===== src/rtl/mbox_pkg.sv =====
package mbox_pkg;
  localparam int DWORDS   = 8;
  localparam int IDX_W    = $clog2(DWORDS);
  localparam int LOW_W    = 48;
  localparam int HIGH_W   = 4;
  localparam int PAYLOAD_W = DWORDS * 32;

  typedef enum logic [2:0] {
    ERR_OK      = 3'd0,
    ERR_TIMEOUT = 3'd1,
    ERR_ARG     = 3'd2,
    ERR_PROTO   = 3'd3,
    ERR_OPFAIL  = 3'd4
  } errCode_e;

  // strobes from control to datapath
  typedef struct packed {
    logic load;     // capture arguments
    logic idxLoad;  // set first dword index for the write phase
    logic idxInc;   // advance dword index
    logic rdReq;    // read control dword
    logic wrReq;    // write current dword
  } strobes_t;

  // status from datapath to control
  typedef struct packed {
    logic argOk;
    logic isDestroy;
    logic resetFlag;
    logic lastWord;
    logic rspFree;
    logic rspResetPat;
    logic rspHdrOk;
    logic rspStatusOk;
  } dpStatus_t;
endpackage


===== src/rtl/mbox_datapath.sv =====
module mbox_datapath
  import mbox_pkg::*;
#(
  parameter int PAGE_SHIFT = 12
) (
  input  logic             clk,
  input  logic             rstN,
  input  strobes_t         strb,
  input  logic             opDestroy,
  input  logic             resetReq,
  input  logic [63:0]      eqAddr,
  input  logic [63:0]      cqAddr,
  input  logic [63:0]      rqAddr,
  input  logic [63:0]      sqAddr,
  input  logic [31:0]      vecIdx,
  input  logic [31:0]      busRdata,
  output logic [IDX_W-1:0] busAddr,
  output logic [31:0]      busWdata,
  output dpStatus_t        stat
);
  localparam logic [IDX_W-1:0] HDR_IDX = IDX_W'(DWORDS - 1);

  logic [63:0] addrReg [4];
  logic [15:0] vecReg;
  logic        vecHighBad;
  logic        destroyReg;
  logic        resetReg;
  logic [IDX_W-1:0] wordIdx;

  logic [63:0]          frame [4];
  logic [4*LOW_W-1:0]   lowFields;
  logic [4*HIGH_W-1:0]  highFields;
  logic [3:0]           aligned;
  logic [2:0]           reqType;
  logic [31:0]          hdrWord;
  logic [PAYLOAD_W-1:0] payload;

  always_ff @(posedge clk) begin
    if (!rstN) begin
      for (int i = 0; i < 4; i++) addrReg[i] <= '0;
      vecReg     <= '0;
      vecHighBad <= 1'b0;
      destroyReg <= 1'b0;
      resetReg   <= 1'b0;
    end else if (strb.load) begin
      addrReg[0] <= eqAddr;
      addrReg[1] <= cqAddr;
      addrReg[2] <= rqAddr;
      addrReg[3] <= sqAddr;
      vecReg     <= vecIdx[15:0];
      vecHighBad <= |vecIdx[31:16];
      destroyReg <= opDestroy;
      resetReg   <= resetReq;
    end
  end

  always_ff @(posedge clk) begin
    if (!rstN) wordIdx <= '0;
    else if (strb.idxLoad) wordIdx <= destroyReg ? HDR_IDX : '0;
    else if (strb.idxInc) wordIdx <= wordIdx + 1'b1;
  end

  // frame numbers and split fields, one lane per queue
  for (genvar q = 0; q < 4; q++) begin : g_lane
    assign frame[q] = addrReg[q] >> PAGE_SHIFT;
    assign lowFields[q*LOW_W +: LOW_W]    = frame[q][LOW_W-1:0];
    assign highFields[q*HIGH_W +: HIGH_W] = frame[q][LOW_W +: HIGH_W];
    assign aligned[q] = (addrReg[q][PAGE_SHIFT-1:0] == '0);
  end

  assign reqType  = destroyReg ? 3'd2 : 3'd1;
  assign hdrWord  = {7'd0, resetReg, 16'd0, 5'd0, reqType};
  assign payload  = {hdrWord, vecReg, highFields, lowFields};
  assign busWdata = payload[wordIdx*32 +: 32];
  assign busAddr  = strb.rdReq ? HDR_IDX : wordIdx;

  assign stat.argOk       = (&aligned) && !vecHighBad;
  assign stat.isDestroy   = destroyReg;
  assign stat.resetFlag   = resetReg;
  assign stat.lastWord    = (wordIdx == HDR_IDX);
  assign stat.rspFree     = !busRdata[31];
  assign stat.rspResetPat = (busRdata == 32'hFFFF_FFFF);
  assign stat.rspHdrOk    = (busRdata[2:0] == reqType) && (busRdata[5:3] <= 3'd0) && busRdata[7];
  assign stat.rspStatusOk = (busRdata[15:8] == 8'd0);

  AST_ARGS_HELD: assert property (@(posedge clk) disable iff (!rstN)
    !strb.load |=> $stable(vecReg) && $stable(destroyReg) && $stable(resetReg));
  AST_NO_WRITE_PAST_HDR: assert property (@(posedge clk) disable iff (!rstN)
    (strb.wrReq && wordIdx == HDR_IDX) |=> !strb.wrReq);
endmodule


===== src/rtl/mbox_ctrl.sv =====
module mbox_ctrl
  import mbox_pkg::*;
#(
  parameter int POLL_LIMIT = 20000,
  parameter int POLL_GAP   = 250000
) (
  input  logic      clk,
  input  logic      rstN,
  input  logic      start,
  input  dpStatus_t stat,
  output strobes_t  strb,
  output logic      busy,
  output logic      done,
  output logic [2:0] errCode
);
  localparam int PC_W  = $clog2(POLL_LIMIT + 1);
  localparam int GAP_W = $clog2(POLL_GAP + 1);

  typedef enum logic [2:0] {S_IDLE, S_CHECK, S_RD, S_WT, S_GAP, S_WRITE} state_e;

  state_e state;
  logic   rspPhase;
  logic [PC_W-1:0]  pollCnt;
  logic [GAP_W-1:0] gapCnt;

  assign strb.load    = (state == S_IDLE) && start;
  assign strb.rdReq   = (state == S_RD);
  assign strb.wrReq   = (state == S_WRITE);
  assign strb.idxInc  = (state == S_WRITE) && !stat.lastWord;
  assign strb.idxLoad = (state == S_WT) && !rspPhase && stat.rspFree;
  assign busy = (state != S_IDLE);

  always_ff @(posedge clk) begin
    if (!rstN) begin
      state    <= S_IDLE;
      rspPhase <= 1'b0;
      pollCnt  <= '0;
      gapCnt   <= '0;
      done     <= 1'b0;
      errCode  <= ERR_OK;
    end else begin
      done <= 1'b0;
      case (state)
        S_IDLE: if (start) state <= S_CHECK;
        S_CHECK: begin
          if (!stat.isDestroy && !stat.argOk) begin
            done <= 1'b1; errCode <= ERR_ARG; state <= S_IDLE;
          end else begin
            rspPhase <= 1'b0; pollCnt <= '0; state <= S_RD;
          end
        end
        S_RD: state <= S_WT;
        S_WT: begin
          if (rspPhase && stat.resetFlag && stat.rspResetPat) begin
            done <= 1'b1; errCode <= ERR_OK; state <= S_IDLE;
          end else if (stat.rspFree) begin
            if (!rspPhase) state <= S_WRITE;
            else begin
              done    <= 1'b1;
              errCode <= !stat.rspHdrOk ? ERR_PROTO : (stat.rspStatusOk ? ERR_OK : ERR_OPFAIL);
              state   <= S_IDLE;
            end
          end else if (pollCnt == PC_W'(POLL_LIMIT - 1)) begin
            done <= 1'b1; errCode <= ERR_TIMEOUT; state <= S_IDLE;
          end else begin
            pollCnt <= pollCnt + 1'b1; gapCnt <= '0; state <= S_GAP;
          end
        end
        S_GAP: begin
          if (gapCnt == GAP_W'(POLL_GAP - 1)) state <= S_RD;
          else gapCnt <= gapCnt + 1'b1;
        end
        S_WRITE: if (stat.lastWord) begin
          rspPhase <= 1'b1; pollCnt <= '0; state <= S_RD;
        end
        default: state <= S_IDLE;
      endcase
    end
  end

  AST_DONE_PULSE: assert property (@(posedge clk) disable iff (!rstN) done |=> !done);
  AST_ERR_RANGE: assert property (@(posedge clk) disable iff (!rstN) done |-> errCode <= 3'd4);
  AST_POLL_BOUND: assert property (@(posedge clk) disable iff (!rstN) pollCnt < PC_W'(POLL_LIMIT));
  AST_RD_WR_EXCL: assert property (@(posedge clk) disable iff (!rstN) !(strb.rdReq && strb.wrReq));
  AST_IDLE_AFTER_DONE: assert property (@(posedge clk) disable iff (!rstN) done |-> !busy);
endmodule


===== src/rtl/mbox_requester.sv =====
module mbox_requester
  import mbox_pkg::*;
#(
  parameter int PAGE_SHIFT = 12,
  parameter int POLL_LIMIT = 20000,
  parameter int POLL_GAP   = 250000
) (
  input  logic        clk,
  input  logic        rstN,
  input  logic        start,
  input  logic        opDestroy,
  input  logic        resetReq,
  input  logic [63:0] eqAddr,
  input  logic [63:0] cqAddr,
  input  logic [63:0] rqAddr,
  input  logic [63:0] sqAddr,
  input  logic [31:0] vecIdx,
  output logic        busWr,
  output logic        busRd,
  output logic [2:0]  busAddr,
  output logic [31:0] busWdata,
  input  logic [31:0] busRdata,
  output logic        busy,
  output logic        done,
  output logic [2:0]  errCode
);
  strobes_t  strb;
  dpStatus_t stat;

  mbox_ctrl #(.POLL_LIMIT(POLL_LIMIT), .POLL_GAP(POLL_GAP)) u_ctrl (
    .clk(clk), .rstN(rstN), .start(start), .stat(stat), .strb(strb),
    .busy(busy), .done(done), .errCode(errCode)
  );

  mbox_datapath #(.PAGE_SHIFT(PAGE_SHIFT)) u_dp (
    .clk(clk), .rstN(rstN), .strb(strb), .opDestroy(opDestroy), .resetReq(resetReq),
    .eqAddr(eqAddr), .cqAddr(cqAddr), .rqAddr(rqAddr), .sqAddr(sqAddr), .vecIdx(vecIdx),
    .busRdata(busRdata), .busAddr(busAddr), .busWdata(busWdata), .stat(stat)
  );

  assign busWr = strb.wrReq;
  assign busRd = strb.rdReq;
endmodule


===== config.mk =====
export PLATFORM = sky130hd
export DESIGN_NAME = mbox_requester
export DESIGN_NICKNAME = d
export VERILOG_FILES = /design/src/rtl/mbox_pkg.sv /design/src/rtl/mbox_datapath.sv /design/src/rtl/mbox_ctrl.sv /design/src/rtl/mbox_requester.sv
export SDC_FILE = /design/constraint.sdc
export NUM_CORES = 1
export LEC_CHECK = 0
export BUFFER_PORTS_ARGS = -buffer_cell sky130_fd_sc_hd__buf_2
export CAP_MARGIN = 5
export CORE_MARGIN = 2
export CORE_UTILIZATION = 50
export DETAILED_ROUTE_END_ITERATION = 7
export PLACE_DENSITY = 0.81
export RECOVER_POWER = 25
export SLEW_MARGIN = 40
export SYNTH_ARGS = -nofsm -noshare
export SYNTH_HDL_FRONTEND = slang
export SYNTH_SLANG_ARGS = --single-unit

===== constraint.sdc =====
create_clock -name clk -period 7.5 [get_ports clk]
set_input_delay 1.125 -clock clk [delete_from_list [all_inputs] [get_ports clk]]
set_output_delay 1.125 -clock clk [all_outputs]
set_load 0.01 [all_outputs]

==> impl_metrics.env <==
export IMPL_track_usage_pct=23.5
export IMPL_worstHoldPathType="flip-flop to flip-flop"
export IMPL_timing_rr_start="u_dp.wordIdx[0]"
export IMPL_clock_skew_ns=0.0212
export IMPL_drtPass1Iterations=5
export IMPL_crit_fanout=46
export IMPL_timing_fmax_mhz=209
export IMPL_max_vdd_ir_drop_mv=0.197
export IMPL_crit_slowest_cell="dfxtp_1"
export IMPL_max_cap_viol_count=1
export IMPL_synth_edf_count=256
export IMPL_grt_pass1_vias=10334
export IMPL_synth_top_family_by_area="simple AND/OR/NAND/NOR gates"
export IMPL_hold_viol_final=0
export IMPL_synth_simple_area_share_pct=19.9
export IMPL_hold_end="u_ctrl.pollCnt[10]"
export IMPL_area_growth_pct=22.9
export IMPL_grt_pass1_wl_um=54700
export IMPL_synth_seq_cells=319
export IMPL_die_w_um=173
export IMPL_power_density_nw_per_um2=235
export IMPL_coreArea_um2=28500
export IMPL_clkSinkCount=319
export IMPL_cts_resized=0
export IMPL_cts_max_level=2
export IMPL_rsz0062_at_grt="false"
export IMPL_path_cells="buf_4, mux4_2, nor2_1, a21oi_1, buf_2"
export IMPL_synthesis_area_um2=14400
export IMPL_drc=0
export IMPL_cts_path_max_buffers=3
export IMPL_synth_avg_cell_area_um2=12.7
export IMPL_synth_xor_area_share_pct=0
export IMPL_cts_setup_buffers=0
export IMPL_worstHoldStart="u_ctrl.pollCnt[10]"
export IMPL_yosysTopAreaCellShare_pct=53.5
export IMPL_io_pins=367
export IMPL_cp_top_family="flip-flops"
export IMPL_hold_path_cell_count=2
export IMPL_violations="max-capacitance violations, max-slew violations"
export IMPL_maxSlewHeadroom_pct=-53.9
export IMPL_drt_iter0_drc=861
export IMPL_cts_tree="yes"
export IMPL_slew_violations=82
export IMPL_leakagePower_nw=7.06
export IMPL_timing_final_crit_period_ns=4.78
export IMPL_clk_latency_ns=0.51
export IMPL_die_area_um2=30100
export IMPL_cts_hold_buffers=0
export IMPL_syn_instance_count=1135
export IMPL_synth_area_leader_cell="edfxtp_1"
export IMPL_ys_seq_area_share_pct=62.3
export IMPL_period_share_pct=63.8
export IMPL_gr_total_overflow=0
export IMPL_crit_path_start_kind="flip-flop"
export IMPL_arrival_ns=3.66
export IMPL_final_setup_tns_ns=0
export IMPL_criticalPathCategory="flip-flop to output pin"
export IMPL_cts_root_buf="clkbuf_16"
export IMPL_synth_nets=1464
export IMPL_dpl_hpwl_um=25100
export IMPL_stdcell_count=1894
export IMPL_ys_warn_count=0
export IMPL_setup_ws_ns=2.72
export IMPL_layout_drive_gt1_share_pct=31.5
export IMPL_cts_made_buffers=34
export IMPL_num_rows=62
export IMPL_path_buf_inv=2
export IMPL_cpPeakStageDelay_ns=1.25
export IMPL_ant_nets=0
export IMPL_io_buffers=366
export IMPL_synth_compound_area_share_pct=7.44
export IMPL_r2r_end="u_ctrl.pollCnt[14]"
export IMPL_ys_flop_type="edfxtp_1"
export IMPL_initial_core_util_pct=50.4
export IMPL_routed_wirelength_um=35800
export IMPL_wl_per_cell_um=18.9
export IMPL_critPathCaptureType="output pin"
export IMPL_placed_area_um2=16500
export IMPL_grt_max_degree=166
export IMPL_required_ns=6.38
export IMPL_fin_area_um2=17600
export IMPL_outcome="finished, violations left"
export IMPL_async_flop_share_pct=0
export IMPL_synthMuxAreaShare_pct=7.83
export IMPL_dp_slack_ns=3.59
export IMPL_synthDistinctLibCells=57
export IMPL_fin_nets=1806
export IMPL_tightest_slew_ns=2.31
export IMPL_fp_dieH_um=173
export IMPL_clk_pin_slew_worst_paths_ns=0.06
export IMPL_vias=10343
export IMPL_ff2ff_setup_slack_ns=3.47
export IMPL_gp_routability_congestion=0.828
export IMPL_synthTopCellsByArea="edfxtp_1 (54%), and2_1 (11%), dfxtp_1 (8.8%), mux4_2 (5.5%), a21oi_1 (3.3%)"
export IMPL_dp_cells=1824
export IMPL_reg2reg_depth=8
export IMPL_yosys_area_share_adder_pct=0.349
export IMPL_post_drt_via_cell_ratio=5.46
export IMPL_setup_violations=0
export IMPL_antenna_found_initial=8
-- through the flow --
stage	power, W	utilization [%]	hold slack [ns]
after floorplan	0.00234	-	0.444
after global placement	0.00249	57.9	0.462
after detailed placement	0.00250	58.0	0.466
after CTS	0.00418	61.9	0.482
after global routing	0.00430	62.0	0.498
final	0.00415	62.0	0.477
-- area by class of cell --
class,count,area [µm²]
diodes,8,20.0
clock buffers,50,962
clock inverters,11,158
fillers,2279,10800
inverters,9,46.3
multi-input cells,736,5100
flip-flops and latches,319,8950
well taps,384,480
repair buffers,377,1930
-- cells in the mapped netlist (4+ instances only) --
cell type	n
mux2_2	4
and2_1	259
nor3_1	11
mux4_2	35
and3_1	10
o21ai_0	25
or4_1	6
ha_1	4
o31ai_1	6
or3_1	15
nor2_1	81
clkbuf_1	57
nand4_1	19
o21ai_1	4
nand2_1	24
nand3b_1	5
inv_1	9
nor4_1	21
edfxtp_1	256
dfxtp_1	63
mux2i_1	29
a21oi_1	96
nand3_1	14
a22o_1	18
buf_1	10
-- registers in the layout, summed over array words and instances, names as in the netlist --
| signal | count |
|---|---|
| u_dp.resetReg | 1 |
| u_dp.addrReg | 256 |
| u_dp.wordIdx | 3 |
| u_ctrl.done | 1 |
| u_dp.vecHighBad | 1 |
| u_ctrl.rspPhase | 1 |
| u_ctrl.gapCnt | 18 |
| u_dp.destroyReg | 1 |
| u_ctrl.errCode | 3 |
| u_ctrl.pollCnt | 15 |
| u_dp.vecReg | 16 |
| u_ctrl.state | 3 |
-- worst min-delay path: stages (launching register included) --
cell and delay (ns):
dfxtp_1 0.31, o211ai_2 0.06, o21ai_1 0.05
-- where the power goes --
part	leakage (nW)	switching, W	total (W)	internal, W
logic	3.23	0.000195	0.000355	0.000160
registers	3.29	0.0000405	0.00211	0.00207
clock network	0.541	0.000660	0.00169	0.00103
total	7.06	0.000895	0.00415	0.00326
-- logic make-up after synthesis --
| logic type | count (synthesis) |
|---|---|
| mux | 68 |
| buf+inv | 80 |
| simple gates | 491 |
| compound gates | 173 |
| fa+ha+maj | 4 |
| flops | 319 |
-- how the worst max path moves through the flow --
| stage | slack (ns) | cells after the start | endpoint | start |
|---|---|---|---|---|
| 2_1_floorplan | 0.54 | 3 | u_dp.addrReg[0][0] | rstN |
| 3_3_place_gp | 3.43 | 6 | u_dp.addrReg[0][33] | rstN |
| 3_5_place_dp | 3.59 | 6 | u_dp.addrReg[1][46] | rstN |
| 4_1_cts | 3.35 | 5 | busWdata[5] | u_dp.wordIdx[0] |
| 5_1_grt | 2.43 | 5 | busWdata[5] | u_dp.wordIdx[0] |
| 6_report | 2.72 | 5 | busWdata[10] | u_dp.wordIdx[0] |
-- cells in the final DEF (no fill, tap or decap), types with 18 or more instances in the layout --
master / count
nand4_1: 19
nand2_1: 24
a21oi_1: 96
clkbuf_16: 35
mux2i_1: 29
mux4_2: 35
and2_0: 51
a22o_1: 18
nor2_1: 80
clkbuf_1: 21
dfxtp_1: 61
o21ai_0: 25
nor4_1: 21
buf_2: 359
and2_1: 209
edfxtp_1: 256
-- routing by layer --
layer | GRT usage [%] | share of wire, % | wire length (µm) | vias up
li1 | - | - | - | 4879
met1 | 28.5 | 38 | 13700 | 4944
met2 | 40.4 | 50 | 18100 | 444
met3 | 5.39 | 7.7 | 2770 | 72
met4 | 10.1 | 3.4 | 1230 | 4
met5 | 0 | 0.067 | 24 | -
Note: power is estimated with default switching activity, not from simulation.
